## src/rtl/tk_pkg.sv

```systemverilog
`timescale 1ns/1ps
package tk_pkg;
  localparam int NUM_REGS = 8;
  localparam int REG_W    = 8;
  localparam int IMG_W    = NUM_REGS * REG_W;
  localparam int IDX_W    = $clog2(IMG_W);
  localparam int SEL_W    = $clog2(NUM_REGS);

  typedef struct packed {
    logic             snap;
    logic             adv;
    logic             commit;
    logic [SEL_W-1:0] commitSel;
    logic [REG_W-1:0] commitData;
  } tkStrobe_t;

  function automatic logic [REG_W-1:0] keepMask(input logic [SEL_W-1:0] sel);
    case (sel)
      3'd1, 3'd2: return 8'h7F;
      3'd3:       return 8'hBF;
      3'd4:       return 8'h37;
      3'd5:       return 8'h3F;
      3'd6:       return 8'h1F;
      default:    return 8'hFF;
    endcase
  endfunction
endpackage

```

## src/rtl/tk_ctrl.sv

```systemverilog
`timescale 1ns/1ps
module tk_ctrl import tk_pkg::*; #(
  parameter int PRESCALE = 2
) (
  input  logic             clk,
  input  logic             rstN,
  input  logic             tickIn,
  input  logic             winStart,
  input  logic             accValid,
  input  logic             accWrite,
  input  logic [IDX_W-1:0] accIdx,
  input  logic             accWrData,
  input  logic             oscStop,
  output tkStrobe_t        strb
);
  localparam int PRE_W = (PRESCALE > 1) ? $clog2(PRESCALE) : 1;
  localparam logic [PRE_W-1:0] PRE_LAST = PRE_W'(PRESCALE - 1);

  logic [PRE_W-1:0] preCnt;
  logic [REG_W-2:0] stageBits;
  logic             isWr, byteEnd, preHit, preClr;

  assign isWr    = accValid && accWrite;
  assign byteEnd = isWr && (accIdx[2:0] == 3'd7);
  assign preHit  = tickIn && !oscStop && (preCnt == PRE_LAST);
  assign preClr  = byteEnd && (accIdx[IDX_W-1:3] == '0);

  always_comb begin
    strb.snap       = winStart;
    strb.commit     = byteEnd;
    strb.commitSel  = accIdx[IDX_W-1:3];
    strb.commitData = {accWrData, stageBits};
    strb.adv        = preHit && !byteEnd;
  end

  for (genvar g = 0; g < REG_W - 1; g++) begin : gStage
    always_ff @(posedge clk or negedge rstN) begin
      if (!rstN)                                      stageBits[g] <= 1'b0;
      else if (isWr && (accIdx[2:0] == 3'(g)))        stageBits[g] <= accWrData;
    end
  end

  always_ff @(posedge clk or negedge rstN) begin
    if (!rstN)                  preCnt <= '0;
    else if (preClr)            preCnt <= '0;
    else if (tickIn && !oscStop) preCnt <= preHit ? '0 : preCnt + 1'b1;
  end


  prescaler_clear_chk: assert property (@(posedge clk) disable iff (!rstN)
    (strb.commit && strb.commitSel == '0) |=> (preCnt == '0));


  stop_freeze_chk: assert property (@(posedge clk) disable iff (!rstN)
    (oscStop && !(strb.commit && strb.commitSel == '0)) |=> $stable(preCnt));
endmodule

```

## src/rtl/tk_datapath.sv

```systemverilog
`timescale 1ns/1ps
module tk_datapath import tk_pkg::*; (
  input  logic             clk,
  input  logic             rstN,
  input  tkStrobe_t        strb,
  input  logic [IDX_W-1:0] rdIdx,
  output logic             rdBit,
  output logic             oscStop,
  output logic             rstIgnore
);
  logic [REG_W-1:0] timeReg [NUM_REGS];
  logic [REG_W-1:0] nextReg [NUM_REGS];
  logic [IMG_W-1:0] image;
  logic cHund, cSec, cMin, cHour, cDate, cMon;
  logic [4:0] hr12;

  function automatic logic [7:0] bcdInc(input logic [7:0] v);
    return (v[3:0] == 4'h9) ? {v[7:4] + 4'h1, 4'h0} : v + 8'h01;
  endfunction

  function automatic logic [7:0] monthEnd(input logic [7:0] mon, input logic [7:0] yr);
    logic leap;
    leap = yr[4] ? (yr[3:0] == 4'h2 || yr[3:0] == 4'h6)
                 : (yr[3:0] == 4'h0 || yr[3:0] == 4'h4 || yr[3:0] == 4'h8);
    case (mon)
      8'h02:                      return leap ? 8'h29 : 8'h28;
      8'h04, 8'h06, 8'h09, 8'h11: return 8'h30;
      default:                    return 8'h31;
    endcase
  endfunction

  function automatic logic [7:0] resetVal(input int r);
    case (r)
      4, 5, 6: return (r == 4) ? 8'h31 : 8'h01;
      default: return 8'h00;
    endcase
  endfunction

  assign oscStop   = timeReg[4][5];
  assign rstIgnore = timeReg[4][4];
  assign rdBit     = image[rdIdx];
  assign hr12      = timeReg[3][4:0];

  always_comb begin
    for (int r = 0; r < NUM_REGS; r++) nextReg[r] = timeReg[r];
    cHund = timeReg[0] == 8'h99;
    cSec  = cHund && timeReg[1] == 8'h59;
    cMin  = cSec  && timeReg[2] == 8'h59;
    cHour = 1'b0;
    cDate = 1'b0;
    cMon  = 1'b0;
    if (strb.commit) begin
      nextReg[strb.commitSel] = strb.commitData & keepMask(strb.commitSel);
    end else if (strb.adv) begin
      nextReg[0] = cHund ? 8'h00 : bcdInc(timeReg[0]);
      if (cHund) nextReg[1] = (timeReg[1] == 8'h59) ? 8'h00 : bcdInc(timeReg[1]);
      if (cSec)  nextReg[2] = (timeReg[2] == 8'h59) ? 8'h00 : bcdInc(timeReg[2]);
      if (cMin) begin
        if (timeReg[3][7]) begin
          if (hr12 == 5'h12)
            nextReg[3] = {timeReg[3][7], 1'b0, timeReg[3][5], 5'h01};
          else if (hr12 == 5'h11) begin
            nextReg[3] = {timeReg[3][7], 1'b0, ~timeReg[3][5], 5'h12};
            cHour      = timeReg[3][5];
          end else
            nextReg[3] = {timeReg[3][7], 1'b0, timeReg[3][5], bcdInc({3'b0, hr12})[4:0]};
        end else begin
          cHour      = timeReg[3] == 8'h23;
          nextReg[3] = cHour ? 8'h00 : bcdInc(timeReg[3]);
        end
      end
      if (cHour) begin
        nextReg[4] = {timeReg[4][7:3], (timeReg[4][2:0] == 3'd7) ? 3'd1 : timeReg[4][2:0] + 3'd1};
        cDate      = timeReg[5] == monthEnd(timeReg[6], timeReg[7]);
        nextReg[5] = cDate ? 8'h01 : bcdInc(timeReg[5]);
      end
      if (cDate) begin
        cMon       = timeReg[6] == 8'h12;
        nextReg[6] = cMon ? 8'h01 : bcdInc(timeReg[6]);
      end
      if (cMon) nextReg[7] = (timeReg[7] == 8'h99) ? 8'h00 : bcdInc(timeReg[7]);
    end
  end

  for (genvar r = 0; r < NUM_REGS; r++) begin : gReg
    always_ff @(posedge clk or negedge rstN) begin
      if (!rstN) begin
        timeReg[r]               <= resetVal(r);
        image[r*REG_W +: REG_W]  <= resetVal(r);
      end else begin
        timeReg[r] <= nextReg[r];
        if (strb.snap) image[r*REG_W +: REG_W] <= timeReg[r];
      end
    end
  end


  unused_zero_chk: assert property (@(posedge clk) disable iff (!rstN)
    (timeReg[1][7] == 1'b0) && (timeReg[2][7] == 1'b0) && (timeReg[3][6] == 1'b0) &&
    (timeReg[4][7:6] == 2'b00) && (timeReg[4][3] == 1'b0) && (timeReg[5][7:6] == 2'b00) &&
    (timeReg[6][7:5] == 3'b000));


  commit_wins_chk: assert property (@(posedge clk) disable iff (!rstN)
    (strb.commit && strb.commitSel != '0) |=> $stable(timeReg[0]));


  stopped_hold_chk: assert property (@(posedge clk) disable iff (!rstN)
    (oscStop && !strb.commit) |=> $stable(timeReg[0]));


  adv_moves_chk: assert property (@(posedge clk) disable iff (!rstN)
    strb.adv |=> !$stable(timeReg[0]));
endmodule

```

## src/rtl/bcd_timekeeper.sv

```systemverilog
`timescale 1ns/1ps
module bcd_timekeeper import tk_pkg::*; #(
  parameter int PRESCALE = 2
) (
  input  logic             clk,
  input  logic             rstN,
  input  logic             tickIn,
  input  logic             winStart,
  input  logic             accValid,
  input  logic             accWrite,
  input  logic [5:0]       accIdx,
  input  logic             accWrData,
  output logic             rdBit,
  output logic             rstIgnore
);
  tkStrobe_t strb;
  logic      oscStop;

  tk_ctrl #(.PRESCALE(PRESCALE)) uCtrl (
    .clk(clk), .rstN(rstN), .tickIn(tickIn), .winStart(winStart),
    .accValid(accValid), .accWrite(accWrite), .accIdx(accIdx),
    .accWrData(accWrData), .oscStop(oscStop), .strb(strb)
  );

  tk_datapath uData (
    .clk(clk), .rstN(rstN), .strb(strb), .rdIdx(accIdx),
    .rdBit(rdBit), .oscStop(oscStop), .rstIgnore(rstIgnore)
  );
endmodule

```

## config.mk

```make
export PLATFORM = sky130hd
export DESIGN_NAME = bcd_timekeeper
export DESIGN_NICKNAME = d
export VERILOG_FILES = /design/src/rtl/tk_pkg.sv /design/src/rtl/tk_ctrl.sv /design/src/rtl/tk_datapath.sv /design/src/rtl/bcd_timekeeper.sv
export SDC_FILE = /design/constraint.sdc
export NUM_CORES = 1
export LEC_CHECK = 0
export CAP_MARGIN = 10
export CORE_MARGIN = 5
export CORE_UTILIZATION = 45
export DETAILED_ROUTE_END_ITERATION = 8
export DONT_BUFFER_PORTS = 1
export PLACE_DENSITY = 0.69
export SKIP_LAST_GASP = 1
export SLEW_MARGIN = 30
export SYNTH_ARGS = -nofsm -noshare
export SYNTH_HDL_FRONTEND = slang
export SYNTH_SLANG_ARGS = --single-unit
```

## constraint.sdc

```tcl
create_clock -name clk -period 5.8 [get_ports clk]
set_input_delay 0.58 -clock clk [delete_from_list [all_inputs] [get_ports clk]]
set_output_delay 0.58 -clock clk [all_outputs]
set_load 0.02 [all_outputs]
```

## Word level (Yosys, flattened, before mapping)

Cells that the tools add are included.

| word-level totals | value |
|---|---|
| register bits | 136 |
| bits of input ports | 13 |
| word-level logic and storage cells | 187 |

| operators by class | value |
|---|---|
| add/subtract/negate cells | 18 |
| order comparisons | 3 |
| eq/ne operators | 41 |
| multiplexer cells | 55 |
| bitwise gates (word level) | 3 |
| reductions and logical operators | 41 |

Operator list:

| operator | number |
|---|---|
| 8-bit 2-to-1 mux | 26 |
| 64-bit 2-to-1 mux | 2 |
| 64-bit bitwise mux | 1 |
| 8-bit by 1-bit adder with 8-bit output (second input constant) | 7 |
| 8-bit one-hot mux with 5 select lines | 1 |
| 4-bit == test (second input constant) | 8 |
| 4-bit by 1-bit adder with 4-bit output (second input constant) | 7 |
| 8-bit demux with 3-bit select | 1 |
| 3-bit == test (second input constant) | 8 |
| 1-bit 2-to-1 mux | 18 |
| 8-bit by 3-bit == test with 1-bit output (second input constant) | 2 |
| 8-bit by 5-bit == test with 1-bit output (second input constant) | 2 |
| 8-bit by 7-bit == test with 1-bit output (second input constant) | 2 |
| 8-bit == test (second input constant) | 2 |
| 1-bit logical AND | 16 |
| 8-bit one-hot mux with 2 select lines | 1 |
| 2-bit nonzero test | 8 |
| 3-bit by 2-bit == test with 1-bit output (second input constant) | 4 |
| 2-bit AND reduction | 6 |
| 11-bit 2-to-1 mux | 1 |
| 5-bit == test (second input constant) | 2 |
| 8-bit AND | 1 |
| 4-bit by 3-bit == test with 1-bit output (second input constant) | 2 |
| 8-bit by 2-bit == test with 1-bit output (second input constant) | 1 |
| 25 further kinds | 32 |

## Longest topological paths before layout

Gate-level depths: netlist of the first run.

| depth | value |
|---|---|
| depth in word-level cells | 20 |
| gate-level depth with buffers | 9 |

## Modules after synthesis

A second synthesis of the first run with hierarchy kept.

| second synthesis, totals | value |
|---|---|
| cell total of the unflattened synthesis | 766 |
| area total of the unflattened synthesis | 8,141.6 um^2 |

Modules (own cells, without submodules):

| module | instances | cells each | area an instance (um^2) |
|---|---|---|---|
| tk_datapath | 1 | 726 | 7,701.1 |
| tk_ctrl | 1 | 40 | 440.4 |

## Worst setup path before layout of the first run

No wires, ideal clock.

| path | value |
|---|---|
| kind | input to output |
| start point | input accIdx[0] |
| end point | output rdBit |
| arrival | 2,458 ps |
| required time | 5,220 ps |
| path slack | 2,762 ps |
| stages | 7 |
| path buffers | 1 |
| cells stage by stage | buf_1 mux4_2 mux2_2 a221oi_1 nand2_1 o21ai_0 o21ai_0 |

| between the ends | value |
|---|---|
| word-level cells in the longest chain between the ends | 2 |

Ends and longest elaborated chain:

| item | RTL line | text |
|---|---|---|
| start: declaration | bcd_timekeeper.sv:11 | `input logic [5:0] accIdx,` |
| 1-bit binary-select mux with 6-bit select | tk_datapath.sv:41 | `assign rdBit = image[rdIdx];` |
| 1-bit 2-to-1 mux (not written as such) | tk_datapath.sv:41 |  |
| end: declaration | bcd_timekeeper.sv:13 | `output logic rdBit,` |

No other way between the ends. The select of a mux whose other input is x is not followed.

## Final worst setup path of the first run

| path | value |
|---|---|
| start point | register uData.timeReg[13] (netlist bit) |
| end point | register uData.timeReg[15] (netlist bit) |

| between the ends | value |
|---|---|
| word-level cells in the longest chain between the ends | 12 |
| elaborated cells between the ends (all ways) | 24 |
| classes of those cells | add/sub: 2; eq/ne: 7; mux: 12; reduce/logical: 3 |

Ends and longest elaborated chain:

| item | RTL line | text |
|---|---|---|
| start: declaration | tk_datapath.sv:11 | `logic [REG_W-1:0] timeReg [NUM_REGS];` |
| start signal: indexed assignment | tk_datapath.sv:88 | `timeReg[r] <= resetVal(r);` |
| start signal: indexed assignment | tk_datapath.sv:91 | `timeReg[r] <= nextReg[r];` |
| 8-bit by 3-bit == test with 1-bit output, or another cell as far along | tk_datapath.sv:25 | `case (mon)` |
| 4-bit OR reduction | tk_datapath.sv:25 |  |
| 8-bit one-hot mux with 2 select lines | tk_datapath.sv:25 |  |
| 8-bit 2-to-1 mux | tk_datapath.sv:72 | `if (cHour) begin` |
| 8-bit 2-to-1 mux | tk_datapath.sv:54 | `end else if (strb.adv) begin` |
| 8-bit 2-to-1 mux | tk_datapath.sv:52 | `if (strb.commit) begin` |
| 8-bit == test | tk_datapath.sv:74 | `cDate = timeReg[5] == monthEnd(timeReg[6], timeReg[7]);` |
| 1-bit 2-to-1 mux | tk_datapath.sv:72 |  |
| 1-bit 2-to-1 mux | tk_datapath.sv:54 |  |
| 1-bit 2-to-1 mux | tk_datapath.sv:52 |  |
| 2-bit nonzero test (no line) | - |  |
| 2-bit AND reduction (no line) | - |  |

Several ways; a longest one is shown, not always the timed one. The select of a mux whose other input is x is not followed.
A chain may end at the register's enable or synchronous reset.

==> results of run 1 <==
how the worst max path moves through the flow:
stage	start	depth (start not counted)	to	slack [ns]
after floorplan	accIdx[0]	7	rdBit	2.76
after global placement	accValid	7	uData.timeReg[37]	2.60
after detailed placement	accValid	7	uData.timeReg[37]	2.57
after CTS	uData.timeReg[13]	8	uData.timeReg[15]	2.60
after global routing	uData.timeReg[56]	7	uData.timeReg[24]	2.33
final	uData.timeReg[13]	8	uData.timeReg[15]	2.57
worst register-to-register path: stages, from the launching register on:
cell       delay, ns
dfrtp_1         0.42
inv_1           0.17
ha_1            0.22
or4b_4          0.50
a2111oi_4       0.41
nor4_1          0.11
o21ai_1         0.76
o21ai_1         0.31
o21ai_0         0.24
final cells by class:
type | instances | area [sq um]
inverter | 33 | 124
fill | 1575 | 8980
tap | 229 | 287
clock inverter | 11 | 121
multi-input combinational | 587 | 4380
sequential | 136 | 3420
timing repair buffer | 4 | 52.6
clock buffer | 21 | 480
power groups by stage:
stage | Sequential (mW) | Clock, mW | Combinational, mW
6_report | 1.20 | 1.09 | 0.380
5_1_grt | 1.22 | 1.15 | 0.423
4_1_cts | 1.20 | 1.11 | 0.379
3_5_place_dp | 1.21 | 0 | 0.353
3_3_place_gp | 1.21 | 0 | 0.346
2_1_floorplan | 1.15 | 0 | 0.324
stage by stage:
step                      power [mW]  hold WS [ns]
after floorplan                 1.47         0.284
after global placement          1.55         0.290
after detailed placement        1.57         0.290
after CTS                       2.69         0.161
after global routing            2.79         0.169
final                           2.67         0.119
sequential cells by signal, summed over array words and instances, names as in the netlist:
name,count
uData.hr12,5
uData.timeReg,57
uData.image,64
uCtrl.strb,7
uData.rstIgnore,1
uData.oscStop,1
uCtrl.preCnt,1
layer usage:
layer	vias up	global-route usage (%)	wire (microns)
li1	2941	-	-
met1	3061	28.6	9410
met2	193	30.7	9170
met3	50	4.56	1060
met4	0	8.39	606
met5	-	0	0
what timing repair did:
item                                   CTS  global route
buffers inserted                         0             0
hold buffers                             2             0
endpoints found under the hold margin  128             0
cell families (layout without fill, tap and decap cells):
group | count (synthesis) | in the layout | synth area share, %
flops | 136 | 136 | 42.1
buf+inv | 75 | 69 | 4.13
mux | 101 | 101 | 16.5
compound gates | 190 | 190 | 15.8
simple gates | 262 | 262 | 16.8
xor+xnor | 10 | 10 | 1.08
fa+ha+maj | 24 | 24 | 3.70
synthesized netlist by cell type, drive strengths merged, types with 4 or more instances:
cell type / n / share of area (%)
a21o: 4 / 0.37
a21oi: 34 / 2.1
a221o: 6 / 0.74
a221oi: 4 / 0.43
a22oi: 7 / 0.65
a31oi: 6 / 0.46
a32oi: 4 / 0.43
a41oi: 4 / 0.43
and2: 10 / 0.77
and3: 11 / 0.85
buf: 15 / 1.3
clkbuf: 26 / 1.2
dfrtp: 126 / 39
dfstp: 10 / 3.2
ha: 24 / 3.7
inv: 32 / 1.5
mux2: 72 / 10
mux2i: 11 / 1.4
mux4: 18 / 5.0
nand2: 71 / 3.3
nand2b: 9 / 0.69
nand3: 26 / 1.6
nand3b: 12 / 1.1
nand4: 8 / 0.62
nor2: 52 / 2.4
nor2b: 8 / 0.62
nor3: 18 / 1.2
nor4: 6 / 0.54
nor4b: 4 / 0.43
o211ai: 5 / 0.46
o21ai: 58 / 3.6
o22ai: 11 / 0.85
o311ai: 4 / 0.43
o31ai: 8 / 0.74
or2: 7 / 0.54
or3: 4 / 0.31
or4: 5 / 0.51
xnor2: 5 / 0.54
xor2: 5 / 0.54
==> flow_metrics.tcl, run 1 <==
set metrics [dict create \
    status "finished clean" \
    syn_area_per_cell_sq_um 10.2 \
    cts-buffers-inserted 17 \
    fin_crit_sh_pct 55.6 \
    nNetsFinal 816 \
    fp.dieArea_sq_um 20800 \
    post-dp-hpwl_mm 13.4 \
    n_antenna_cell 0 \
    grt_antenna_before_repair 0 \
    dpl.cell_count 987 \
    cts.sinks 136 \
    synth-main-ff-cell "dfrtp_1" \
    root_buffer "clkbuf_16" \
    design_area_sq_um 8860 \
    first_iter_violations 705 \
    path_class "reg -> reg" \
    crit_slowest_cell "o21ai_1" \
    p_comb_share_pct 14.2 \
    wl_per_cell_microns 19.8 \
    min_period_ns 3.23 \
    r2r-end "uData.timeReg[15]" \
    gp_congestion 0.940 \
    synth.cell_area_sq_um 8120 \
    area_growth_pct 9.14 \
    rows 49 \
    p_leak_nw 3.65 \
    worst_pin_slew_ns 0.984 \
    num_vias 6245 \
    rr_worst_depth 8 \
    cts_max_level 4 \
    async_reset_ff_share_pct 100 \
    synth-edff-count 0 \
    slew_headroom_pct 34.4 \
    post-place-ws_ns 2.57 \
    drv_slew 0 \
    ant_nets 0 \
    grt_use_total_pct 20.4 \
    crit_path_end_kind "flop" \
    coreArea_sq_um 17800 \
    switchingPower_mw 0.751 \
    cap_violations 0 \
    gr-total-overflow 0 \
    r2r_slack_ns 2.57 \
    initial_core_util_pct 45.5 \
    max_freq_mhz 310 \
    crit_buf_inv 1 \
    powerDensity_nw_per_um2 302 \
    setup_ws_ns 2.57 \
    irDropWorstVdd_mv 0.227 \
    cp_max_fo 13 \
    dieHeight_microns 144 \
    grt_pass1_vias 6063 \
    synth_nets 835 \
    r2r_start "uData.timeReg[13]" \
    fp.dieW_microns 144 \
    crit_family "compound AO/OA/AOI/OAI gates" \
    swShare_pct 28.1 \
    crit_top_cell "o21ai_1" \
    cts_tree "built" \
    grt_start_max_net_pins 129 \
    clk_latency_ns 0.43 \
    io_buffers 0 \
    seqPwrFrac_pct 44.9 \
    ys_types 81 \
    placed_cell_area_sq_um 8210 \
    drt-vias-per-instance 6.12 \
    detail_route.wirelength_mm 20.2 \
    drive_above_1_share_pct 19.8 \
    ys_seq_area_share_pct 42.1 \
    cp.arrival_ns 3.56 \
    synth-seq-cells 136 \
    start_kind "flop" \
    ios 15 \
    netlist_instances 798 \
    detail_route.drc_violations 0 \
    finalSetupViolations 0 \
    utilization_pct 49.7 \
    stdcell_count 1021 \
    grt_pass1_wl_mm 33.2 \
    cp_cell_sequence "inv_1 -> ha_1 -> or4b_4 -> a2111oi_4 -> nor4_1 -> o21ai_1 -> o21ai_1 -> o21ai_0" \
    final_cell_mix "dfrtp_1 (126), nand2_1 (71), mux2_2 (68)" \
    power_frac_clock_pct 40.9 \
    hp-class "in -> async" \
    post_cts_resized 0 \
    cts_max_path_buffers 2 \
    clk_pin_slew_ns 0.06 \
    cp.required_ns 6.14 \
    fin_skew_ns 0.00813 \
    synth_warnings 0 \
    final_common_cell "dfrtp_1" \
    finalSetupTns_ns 0 \
    hold_viol 0 \
    slowest_delay_ns 0.76 \
    drt_first_pass_iters 5 \
    rsz0062_at_grt "false" \
    p_int_mw 1.92 \
]
No activity file was read; power rests on OpenSTA's default activity.
==> run 2, diff against run 1 <==
PLACE_DENSITY = 0.71   (was 0.69)
clock period = 2.65 ns   (was 5.8 ns; I/O delays follow)
==> run 2 against run 1 <==
First-iteration DRC count decreased by 25%. Via count is 4.1% higher. Routed wire length increased by 2.7%. The flow now finishes with violations (hold timing). Fmax increased by 24%. Power is 130% higher. Sequential power grew 110%. Hold slack got worse by 0.58 ns. Sequential share of layout area is 1.7 points lower. Global-route usage grew 0.32 points.
==> flow_metrics.tcl, run 2 (same netlist as run 1, synthesis figures left out) <==
set metrics [dict create \
    rows 49 \
    root_buffer "clkbuf_16" \
    crit_buf_inv 1 \
    crit_slowest_cell "or4bb_1" \
    wl_per_cell_microns 19.4 \
    cts-buffers-inserted 17 \
    crit_family "simple AND/OR/NAND/NOR gates" \
    slowest_delay_ns 0.58 \
    rsz0062_at_grt "true" \
    design_area_sq_um 9270 \
    cp_cell_sequence "or4bb_1 -> nor2_1 -> buf_4 -> o211a_1 -> nand2_1 -> o21ai_1 -> o21ai_0" \
    detail_route.drc_violations 0 \
    stdcell_count 1071 \
    drt-vias-per-instance 6.07 \
    n_fill_cell 1530 \
    cts_max_level 4 \
    area_growth_pct 14.1 \
    initial_core_util_pct 45.5 \
    first_iter_violations 526 \
    cp_max_fo 8 \
    irDropWorstVdd_mv 0.408 \
    gr-total-overflow 0 \
    p_int_mw 4.42 \
    fin_crit_sh_pct 97.8 \
    postCtsSetupRepairBufs 0 \
    ios 15 \
    fp.dieW_microns 144 \
    drv_slew 0 \
    clk_latency_ns 0.42 \
    power_frac_clock_pct 42.0 \
    drt_first_pass_iters 5 \
    num_vias 6501 \
    cp.required_ns 2.93 \
    finalPower_mw 6.04 \
    violations "hold timing" \
    holdWs_ns -0.459 \
    max_freq_mhz 386 \
    grt_antenna_before_repair 0 \
    start_kind "flop" \
    cts.sinks 136 \
    fin_skew_ns 0.00750 \
    worst_pin_slew_ns 0.762 \
    cts_max_path_buffers 2 \
    hp-class "in -> async" \
    p_leak_nw 3.90 \
    switchingPower_mw 1.62 \
    final_common_cell "dfrtp_1" \
    seqPwrFrac_pct 42.6 \
    status "finished, violations left" \
    cts_tree "built" \
    n_antenna_cell 0 \
    post-dp-hpwl_mm 14.0 \
    utilization_pct 51.9 \
    dieHeight_microns 144 \
    io_buffers 0 \
    placed_cell_area_sq_um 8590 \
    largest_reg_flops 64 \
    cap_violations 0 \
    finalSetupViolations 0 \
    finalSetupTns_ns 0 \
    coreArea_sq_um 17800 \
    ant_nets 0 \
    min_period_ns 2.59 \
    grt_pass1_vias 6291 \
    largest_register "uData.image" \
    slew_headroom_pct 49.2 \
    dpl.cell_count 1037 \
    grt_use_total_pct 20.7 \
    drive_above_1_share_pct 24.8 \
    crit_path_end_kind "flop" \
    swShare_pct 26.8 \
    fp.dieArea_sq_um 20800 \
    detail_route.wirelength_mm 20.8 \
    gp_congestion 0.879 \
    final_cell_mix "dfrtp_1 (126), nand2_1 (71), mux2_2 (68)" \
    hold_viol 136 \
    p_comb_share_pct 15.4 \
    cp.arrival_ns 2.87 \
    grt_start_max_net_pins 137 \
    powerDensity_nw_per_um2 652 \
    nNetsFinal 866 \
    grt_pass1_wl_mm 33.9 \
    path_class "reg -> reg" \
    clk_pin_slew_ns 0.06 \
]
[run 2: changes by cell type in the layout (fill, tap and decap cells not counted), sizes merged]
cell         delta
clkinvlp        -2
buf            +49
clkinv          -1
dlygate4sd3     +1
bufinv          +2
inv             +1
[run 2: what timing repair did]
action | CTS | global route
pin swaps | 0 | 1
hold buffers | 1 | 1
gates resized for setup | 3 | 5
endpoints found under the setup margin | 4 | 14
endpoints found under the hold margin | 138 | 150
[run 2: cell type report]
cell class,instances,area (sq um),area share (%)
clock buffers,21,460,4.97
clock inverters,11,170,1.84
inverters,33,124,1.34
multi-input cells,587,4400,47.5
flip-flops and latches,136,3420,36.9
well taps,229,287,3.09
repair buffers,54,410,4.43
[run 2: through the flow]
step	worst slack (ns)	hold WS, ns
finish	0.0576	-0.459
global route	-0.0366	-0.485
CTS	0.0240	-0.467
detailed placement	-0.00690	-0.0221
global placement	0.0579	-0.0220
floorplan	0.0829	-0.0306
[run 2: layer usage]
layer  share of wire (%)  wire, microns  vias up  GRT usage [%]
met5                   0              0        -              0
met4                 2.9            608        0           8.44
met3                 5.8           1210       41           4.03
met2                  46           9650      194           31.4
met1                  45           9320     3233           29.4
li1                    -              -     3033              -
[run 2: path summary, 6_finish.rpt]
| kind | startpoint | endpoint | slack [ns] | depth (start not counted) |
|---|---|---|---|---|
| min | rstN | uData.image[13] | -0.46 | 0 |
| max in group asynchronous | rstN | uData.timeReg[8] | 2.88 | 0 |
| min in group clk | winStart | uData.image[11] | 0.02 | 1 |
| max reg2reg | uData.hr12[4] | uData.timeReg[12] | 0.06 | 7 |
| max | uData.hr12[4] | uData.timeReg[12] | 0.06 | 7 |
| min reg2reg | uData.timeReg[27] | uData.timeReg[27] | 0.49 | 1 |
[run 2: power groups by stage]
stage | clock network, mW | registers [mW] | logic (mW)
after global routing | 2.67 | 2.60 | 1.03
after CTS | 2.57 | 2.56 | 0.918
after floorplan | 0 | 2.51 | 0.709
after global placement | 0 | 2.59 | 0.891
after detailed placement | 0 | 2.60 | 0.908
final | 2.54 | 2.57 | 0.931
==> run 3, diff against run 2 <==
PLACE_DENSITY = 0.69   (was 0.71)
clock period = 3.3 ns   (was 2.65 ns; I/O delays follow)
==> run 3 against run 2 <==
The run still ends with hold timing left. Sequential share of layout area up 1.6 points. Combinational power fell by 32%. Die area did not move. Non-clock buffer count fell by 43. Sequential cell count unchanged. Setup slack better by 0.36 ns. Sequential power down 18%. Core utilization decreased by 2.1 points. Register-to-register slack better by 0.36 ns.
==> flow_metrics.tcl, run 3 (same netlist as run 1, synthesis figures left out) <==
set metrics [dict create \
    status "finished, violations left" \
    violations "hold timing" \
    rr_worst_depth 8 \
    holdWs_ns -0.399 \
    dpl.cell_count 996 \
    worst_pin_slew_ns 0.888 \
    stdcell_count 1028 \
    cts-buffers-inserted 17 \
    cts.sinks 136 \
    largest_reg_flops 64 \
    drt_first_pass_iters 5 \
    postCtsSetupRepairBufs 0 \
    finalSetupTns_ns 0 \
    root_buffer "clkbuf_16" \
    r2r_start "uData.timeReg[13]" \
    grt_pass1_vias 6038 \
    irDropWorstVdd_mv 0.387 \
    placed_cell_area_sq_um 8280 \
    r2r_slack_ns 0.42 \
    post_cts_resized 0 \
    r2r-end "uData.timeReg[1]" \
    ant_nets 0 \
    utilization_pct 49.8 \
    rows 49 \
    grt_antenna_before_repair 0 \
    path_class "reg -> reg" \
    ios 15 \
    fp.dieW_microns 144 \
    first_iter_violations 535 \
    coreArea_sq_um 17800 \
    slew_headroom_pct 40.1 \
    cp.required_ns 3.61 \
    finalPower_mw 4.72 \
    setup_ws_ns 0.418 \
    detail_route.drc_violations 0 \
    cp.arrival_ns 3.19 \
    grt_use_total_pct 20.2 \
    fin_crit_sh_pct 87.3 \
    cts_tree "built" \
    clk_pin_slew_ns 0.06 \
    hold_viol 136 \
    min_period_ns 2.88 \
    largest_register "uData.image" \
    clk_latency_ns 0.43 \
    crit_end "uData.timeReg[1]" \
    gr-total-overflow 0 \
    detail_route.wirelength_mm 20.0 \
    powerDensity_nw_per_um2 531 \
    cts_max_path_buffers 2 \
    drive_above_1_share_pct 20.3 \
    nNetsFinal 823 \
    grt_start_max_net_pins 137 \
    wl_per_cell_microns 19.4 \
    startpoint "uData.timeReg[13]" \
    n_antenna_cell 0 \
    io_buffers 0 \
    area_growth_pct 9.51 \
    fp.dieArea_sq_um 20800 \
    finalSetupViolations 0 \
    drv_slew 0 \
    cp_max_fo 7 \
    cap_violations 0 \
    start_kind "flop" \
    grt_pass1_wl_mm 32.8 \
    num_vias 6216 \
    design_area_sq_um 8890 \
    final_common_cell "dfrtp_1" \
    rsz0062_at_grt "false" \
    dieHeight_microns 144 \
    gp_congestion 0.886 \
    initial_core_util_pct 45.5 \
    post-place-ws_ns 0.458 \
    p_leak_nw 3.68 \
    post-dp-hpwl_mm 13.4 \
    hp-class "in -> async" \
    crit_path_end_kind "flop" \
    cts_max_level 4 \
    drt-vias-per-instance 6.05 \
    final_cell_mix "dfrtp_1 (126), nand2_1 (71), mux2_2 (68)" \
    max_freq_mhz 347 \
    fin_skew_ns 0.00810 \
]
-- run 3: routing by layer --
layer,GRT usage [%],share of wire (%)
met1,28.2,46
met2,30.7,47
met3,4.46,4.5
met4,7.90,2.7
met5,0,0
-- run 3: area by class of cell --
cell class	count	area [sq um]
multi-input combinational	587	4370
fill	1581	8950
sequential	136	3420
clock inverter	14	183
tap	229	287
clock buffer	18	429
inverter	33	124
timing repair buffer	11	82.6
-- run 3: power breakdown --
part           internal, mW  total [mW]  leakage, nW  switching [mW]
combinational         0.331       0.629         1.74           0.297
sequential             1.86        2.11         1.65           0.249
clock                  1.25        1.99        0.287           0.732
total                  3.45        4.72         3.68            1.28
-- run 3: worst min-delay path by stage --
stage | from | to | slack (ns) | cells after the start
detailed placement | rstN | uData.image[11] | 0.04 | 0
floorplan | rstN | uCtrl.preCnt | 0.03 | 0
global placement | rstN | uData.image[15] | 0.04 | 0
CTS | rstN | uData.image[10] | -0.42 | 0
finish | rstN | uData.image[15] | -0.40 | 0
global route | rstN | uData.timeReg[48] | -0.43 | 0
-- run 3: critical path, cell delays in order, from the launching register on --
cell	delay, ns
dfrtp_1	0.43
inv_1	0.17
ha_1	0.22
or4b_4	0.50
a2111oi_4	0.42
o31ai_1	0.17
nand2_1	0.12
a31o_1	0.39
mux2_4	0.34
